[config.mk]
export PLATFORM = sky130hd
export DESIGN_NAME = pgwr_seq
export DESIGN_NICKNAME = d
export VERILOG_FILES = /design/src/rtl/pgwr_pkg.sv /design/src/rtl/pgwr_buf.sv /design/src/rtl/pgwr_timer.sv /design/src/rtl/pgwr_seq.sv
export SDC_FILE = /design/constraint.sdc
export NUM_CORES = 1
export LEC_CHECK = 0
export BUFFER_PORTS_ARGS = -buffer_cell sky130_fd_sc_hd__clkbuf_2
export CORE_MARGIN = 8
export CORE_UTILIZATION = 51
export DETAILED_ROUTE_END_ITERATION = 7
export GPL_TIMING_DRIVEN = 1
export PLACE_DENSITY_LB_ADDON = 0.25
export SKIP_CTS_REPAIR_TIMING = 1
export SYNTH_ARGS = -nofsm -noshare
export SYNTH_HDL_FRONTEND = slang
export SYNTH_HIERARCHICAL = 1
export SYNTH_SLANG_ARGS = --single-unit
export TNS_END_PERCENT = 5
[constraint.sdc]
create_clock -name clk -period 2.6 [get_ports clk]
set_clock_uncertainty 0.15 [all_clocks]
set_input_delay 0.13 -clock clk [delete_from_list [all_inputs] [get_ports clk]]
set_output_delay 0.13 -clock clk [all_outputs]
set_load 0.01 [all_outputs]
[src/rtl/pgwr_pkg.sv]
package pgwr_pkg;

    typedef enum logic {
        ST_IDLE = 1'b0,
        ST_PROG = 1'b1
    } seq_state_e;

    // Next offset inside a page of 'size' entries, wrapping to zero.
    function automatic int unsigned wrap_next(int unsigned off, int unsigned size);
        return (off + 1 == size) ? 0 : off + 1;
    endfunction

endpackage

[src/rtl/pgwr_buf.sv]
module pgwr_buf #(
    parameter int ADDR_W     = 13,
    parameter int DATA_W     = 8,
    parameter int PAGE_BYTES = 32,
    localparam int OFF_W     = $clog2(PAGE_BYTES),
    localparam int PG_W      = ADDR_W - OFF_W
) (
    input  logic              clk,
    input  logic              rst,
    input  logic              clear,
    input  logic              addr_set,
    input  logic [ADDR_W-1:0] addr_in,
    input  logic              load_en,
    input  logic [DATA_W-1:0] load_data,
    input  logic [OFF_W-1:0]  rd_idx,
    output logic [DATA_W-1:0] rd_data,
    output logic              rd_valid,
    output logic [PG_W-1:0]   page_out,
    output logic              any_loaded
);
    import pgwr_pkg::*;

    logic [DATA_W-1:0]     store_q [PAGE_BYTES];
    logic [PAGE_BYTES-1:0] mask_q;
    logic [OFF_W-1:0]      ptr_q;
    logic [PG_W-1:0]       page_q;

    always_ff @(posedge clk) begin
        if (rst) begin
            mask_q <= '0;
            ptr_q  <= '0;
            page_q <= '0;
        end else if (clear) begin
            mask_q <= '0;
        end else if (addr_set) begin
            page_q <= addr_in[ADDR_W-1:OFF_W];
            ptr_q  <= addr_in[OFF_W-1:0];
            mask_q <= '0;
        end else if (load_en) begin
            mask_q[ptr_q] <= 1'b1;
            ptr_q         <= OFF_W'(wrap_next(int'(ptr_q), PAGE_BYTES));
        end
    end

    always_ff @(posedge clk) begin
        if (!clear && !addr_set && load_en)
            store_q[ptr_q] <= load_data;
    end

    assign rd_data    = store_q[rd_idx];
    assign rd_valid   = mask_q[rd_idx];
    assign page_out   = page_q;
    assign any_loaded = |mask_q;


    wrap_in_page_chk: assert property (@(posedge clk) disable iff (rst)
        (load_en && !clear && !addr_set && ptr_q == OFF_W'(PAGE_BYTES-1))
        |=> (ptr_q == '0 && $stable(page_q)));


    load_marks_chk: assert property (@(posedge clk) disable iff (rst)
        (load_en && !clear && !addr_set) |=> any_loaded);

endmodule

[src/rtl/pgwr_timer.sv]
module pgwr_timer #(
    parameter int WC_CYCLES = 64,
    localparam int CNT_W    = $clog2(WC_CYCLES + 1)
) (
    input  logic             clk,
    input  logic             rst,
    input  logic             start,
    output logic             busy,
    output logic             last,
    output logic             done,
    output logic [CNT_W-1:0] step
);
    import pgwr_pkg::*;

    seq_state_e       state_q;
    logic [CNT_W-1:0] cnt_q;
    logic             done_q;

    assign busy = (state_q == ST_PROG);
    assign last = busy && (cnt_q == CNT_W'(WC_CYCLES - 1));
    assign done = done_q;
    assign step = cnt_q;

    always_ff @(posedge clk) begin
        if (rst) begin
            state_q <= ST_IDLE;
            cnt_q   <= '0;
            done_q  <= 1'b0;
        end else begin
            done_q <= 1'b0;
            case (state_q)
                ST_IDLE: if (start) begin
                    state_q <= ST_PROG;
                    cnt_q   <= '0;
                end
                ST_PROG: if (last) begin
                    state_q <= ST_IDLE;
                    cnt_q   <= '0;
                    done_q  <= 1'b1;
                end else begin
                    cnt_q <= cnt_q + 1'b1;
                end
                default: state_q <= ST_IDLE;
            endcase
        end
    end


    start_chk: assert property (@(posedge clk) disable iff (rst)
        (start && !busy) |=> (busy && step == '0));


    window_end_chk: assert property (@(posedge clk) disable iff (rst)
        last |=> (!busy && done));


    done_pulse_chk: assert property (@(posedge clk) disable iff (rst)
        done |=> !done);

endmodule

[src/rtl/pgwr_seq.sv]
module pgwr_seq #(
    parameter int ADDR_W     = 13,
    parameter int DATA_W     = 8,
    parameter int PAGE_BYTES = 32,
    parameter int WC_CYCLES  = 64
) (
    input  logic              clk,
    input  logic              rst,
    input  logic              seq_start,
    input  logic [ADDR_W-1:0] start_addr,
    input  logic              byte_load,
    input  logic [DATA_W-1:0] byte_data,
    input  logic              cs_rise,
    input  logic              abort,
    input  logic              permit,
    output logic              busy,
    output logic              wr_done,
    output logic              arr_we,
    output logic [ADDR_W-1:0] arr_addr,
    output logic [DATA_W-1:0] arr_wdata
);
    localparam int OFF_W = $clog2(PAGE_BYTES);
    localparam int PG_W  = ADDR_W - OFF_W;
    localparam int CNT_W = $clog2(WC_CYCLES + 1);

    logic             busy_w, last_w, done_w;
    logic [CNT_W-1:0] step_w;
    logic             idle, abort_i, commit_i, go_i, drop_i, set_i, load_i;
    logic             any_loaded, rd_valid, in_scan;
    logic [DATA_W-1:0] rd_data;
    logic [PG_W-1:0]  page_w;
    logic [OFF_W-1:0] scan_idx;

    // Idle-time priority: abort, commit, address capture, byte load.
    assign idle     = !busy_w;
    assign abort_i  = idle && abort;
    assign commit_i = idle && !abort && cs_rise;
    assign go_i     = commit_i && permit && any_loaded;
    assign drop_i   = abort_i || (commit_i && !go_i);
    assign set_i    = idle && !abort && !cs_rise && seq_start;
    assign load_i   = idle && !abort && !cs_rise && !seq_start && byte_load;

    assign scan_idx = step_w[OFF_W-1:0];
    assign in_scan  = step_w < CNT_W'(PAGE_BYTES);

    pgwr_buf #(
        .ADDR_W(ADDR_W), .DATA_W(DATA_W), .PAGE_BYTES(PAGE_BYTES)
    ) buf_i (
        .clk       (clk),
        .rst       (rst),
        .clear     (drop_i || last_w),
        .addr_set  (set_i),
        .addr_in   (start_addr),
        .load_en   (load_i),
        .load_data (byte_data),
        .rd_idx    (scan_idx),
        .rd_data   (rd_data),
        .rd_valid  (rd_valid),
        .page_out  (page_w),
        .any_loaded(any_loaded)
    );

    pgwr_timer #(.WC_CYCLES(WC_CYCLES)) tmr_i (
        .clk  (clk),
        .rst  (rst),
        .start(go_i),
        .busy (busy_w),
        .last (last_w),
        .done (done_w),
        .step (step_w)
    );

    assign busy      = busy_w;
    assign wr_done   = done_w;
    assign arr_we    = busy_w && in_scan && rd_valid;
    assign arr_addr  = {page_w, scan_idx};
    assign arr_wdata = rd_data;


    no_permit_chk: assert property (@(posedge clk) disable iff (rst)
        (cs_rise && !busy && !permit) |=> !busy);


    we_in_window_chk: assert property (@(posedge clk) disable iff (rst)
        arr_we |-> busy);


    empty_after_chk: assert property (@(posedge clk) disable iff (rst)
        last_w |=> !any_loaded);


    page_hold_chk: assert property (@(posedge clk) disable iff (rst)
        (busy && !last_w) |=> $stable(arr_addr[ADDR_W-1:OFF_W]));

endmodule

==> metrics.txt <==
run status complete, but fails checks; failing checks negative setup slack; CP startpoint tmr_i/step[1]$_SDFFE_PP0P_; Avg Cell Area, Syn 18.15 um2; reg-to-reg startpoint tmr_i/step[1]$_SDFFE_PP0P_; overall die width 171.9 um; Slew Limit Headroom 47.33%; largest family of logic cells by synthesized area multiplexers; fraction of layout cells with a size suffix above 1 34.01%; pwr/cell area 646.5 mW/mm2; Final setup viols 155; placed cells 1078; VDD IR max 0.4784 mV; die area 0.02956 mm2; Leak 4.749 nW; fin area 0.01483 mm2; Via Count 6925; synth top area cells edfxtp_1 (62%), mux4_2 (16%), dfxtp_1 (8.7%), nor2_1 (2.6%), a21oi_1 (1.5%); post-layout min period 3.058 ns; Compound-Gate Fraction of Synth Area 2.866%; area taken by multi-input logic gates 0.003463 mm2; CTS root buffer clkbuf_16; Max Fclk 0.3270 GHz; mean number of vias per cell 5.975; CTS tree built; drt total wl 29280 um; Mapped Cells 683; Syn Nets 716; Synth Area in XOR/XNOR 0.07064%; Post-Layout Cell Count 1159; CORE AREA 0.02411 mm2; ys flop type edfxtp_1; Crit path required time 2.32 ns; Async SR Flop Fraction 0%; Worst setup EP type output port; clk_lat worst skew 0.55 ns; mux contribution to synthesized area 17.89%; top cell type's share of synthesized area 62.00%; Fin Setup TNS -6.347 ns; EDFF count, synth 256; Diodes inserted 0; gr usage total 19.63%; DR WL/cell 25.26 um; RePlAce Congestion 0.9007; final worst slack -0.4581 ns; fraction of the mapped netlist area in adder cells 0.5045%; largest net degree at the start of global routing 41; Critical Setup Path Class reg -> out; Tightest Pin Transition 0.7791 ns; Tcrit/Tclk final 117.6%; CTS buffer count 31; remaining antenna violation count after routing 0; RSZ-0062 raised after global routing yes; Row Count 57; hpwl dp 18770 um; Worst-path clk slew 0.06 ns; DR DRC count 0; storage element area 0.008776 mm2; clk sink count 310; die height 171.9 um; Worst EP arrival 2.78 ns; Max Slew Vio Count 0; Layout area overhead 19.59%; First-pass DRT Iterations 5; Setup crit start kind register; Hold Fails Final Rpt 0; NumNets Final 846; remaining global-route overflow 0; MaxCap Viol Count 0; flops & latches, synth 310; Initial Utilization 51.44%; H-Tree Level Count 1; post-synthesis cell area 0.01240 mm2; post-synth cell types 51; first-pass GRT wire length 43420 um; Yosys warning total 6; I/O Buffers 51; drt first-iter violations 884; Crit Path Max Fanout 6; filler instances 1703; HP Start abort; Max clock buf depth 3; I/O Pins 52; area leader, netlist edfxtp_1; sequential-to-total area share from yosys stat 70.72%; initial antenna violation count 0; placed cell areas 0.01345 mm2; Simple-Gate Fraction of Synth Area 6.216%; worst min-delay path category in -> reg; vias in the first global route 7010
-- flip-flops by register name, indices dropped and copies added, names as in the netlist --
| name | count |
|---|---|
| buf_i/store_q | 256 |
| buf_i/mask_q | 32 |
| buf_i/page_out | 8 |
| tmr_i/step | 7 |
| buf_i/ptr_q | 5 |
| tmr_i/busy | 1 |
| tmr_i/done | 1 |
-- metal layers --
metal | global-route usage (%) | part of all wire, % | up-vias
met5 | 0 | 0 | -
met2 | 32.30 | 50 | 298
met1 | 26.83 | 41 | 3591
li1 | - | - | 2988
met4 | 5.472 | 2.5 | 0
met3 | 3.333 | 7.2 | 48
-- power breakdown --
group / internal [W] / switching [W] / total (W)
sequential: 0.00537 / 0.00000472 / 0.00537
clock: 0.00224 / 0.00181 / 0.00405
combinational: 0.0000522 / 0.000113 / 0.000165
total: 0.00766 / 0.00193 / 0.00959
-- cells by family (layout without fill, tap and decap cells) --
kind of cell,count (synthesis),count (layout)
flops,310,310
simple gates,154,154
mux,108,108
compound gates,59,59
buf+inv,46,198
fa+ha+maj,5,5
xor+xnor,1,1
-- cell usage after synthesis, types with 2 or more instances --
cell and number:
buf_6 2, inv_1 4, or3_1 2, nand2_1 10
nand3_1 4, mux2_2 9, dfxtp_1 54, mux2i_1 9
clkbuf_1 26, o21ai_0 5, buf_1 4, nor2b_1 6
nor2_1 85, edfxtp_1 256, and2_1 6, mux4_2 90
or2_2 4, nor4b_1 2, buf_4 7, nor3b_1 3
inv_2 2, nand4_1 3, o31ai_1 4, ha_1 5
a22oi_1 3, nor4_1 9, nand3b_1 4, nor3_1 4
nand2b_1 2, a21oi_1 38
-- layout make-up --
class,count,area share [%]
clock buffer,40,5.594
clock inverter,15,0.5400
inverter,6,0.1519
multi-input combinational,327,23.36
sequential,310,59.18
tap,324,2.734
timing repair buffer,137,8.438
-- stage by stage --
step	setup slack [ns]	hold WS, ns	power, W	util (%)
finish	-0.4581	0.05104	0.009586	61.51
global route	-0.5027	0.1022	0.009855	61.51
CTS	-0.5024	-0.3428	0.009596	59.57
detailed placement	0.09836	0.2279	0.005628	55.80
global placement	0.1023	0.2161	0.005619	55.80
floorplan	-0.02575	0.04907	0.005520	-
-- cells in the final DEF (no fill, tap or decap), drive strengths merged, types with 9 or more instances in the layout --
cell           n
clkinv        14
a21oi         38
nand2         11
clkbuf        92
mux4          90
mux2i          9
dlygate4sd3   14
dfxtp         54
nor4          10
mux2           9
edfxtp       256
nor2          85
buf           71
-- worst max-delay path, stage by stage (launching register included) --
cell and delay, ns:
dfxtp_4 0.37, buf_12 0.14, buf_12 0.11, clkbuf_16 0.16
mux4_2 0.54, mux4_2 0.48, mux2_2 0.28, clkbuf_2 0.13
-- path summary, 6_finish.rpt --
kind	slack (ns)	end	depth (start not counted)
max	-0.46	arr_wdata[0]	7
min	0.05	tmr_i/step[1]$_SDFFE_PP0P_	5
max reg2reg	-0.09	buf_i/store_q[6][4]$_DFFE_PP_	11
min reg2reg	0.36	buf_i/mask_q[17]$_SDFFE_PP0P_	2
No activity file was read; power rests on OpenSTA's default activity.
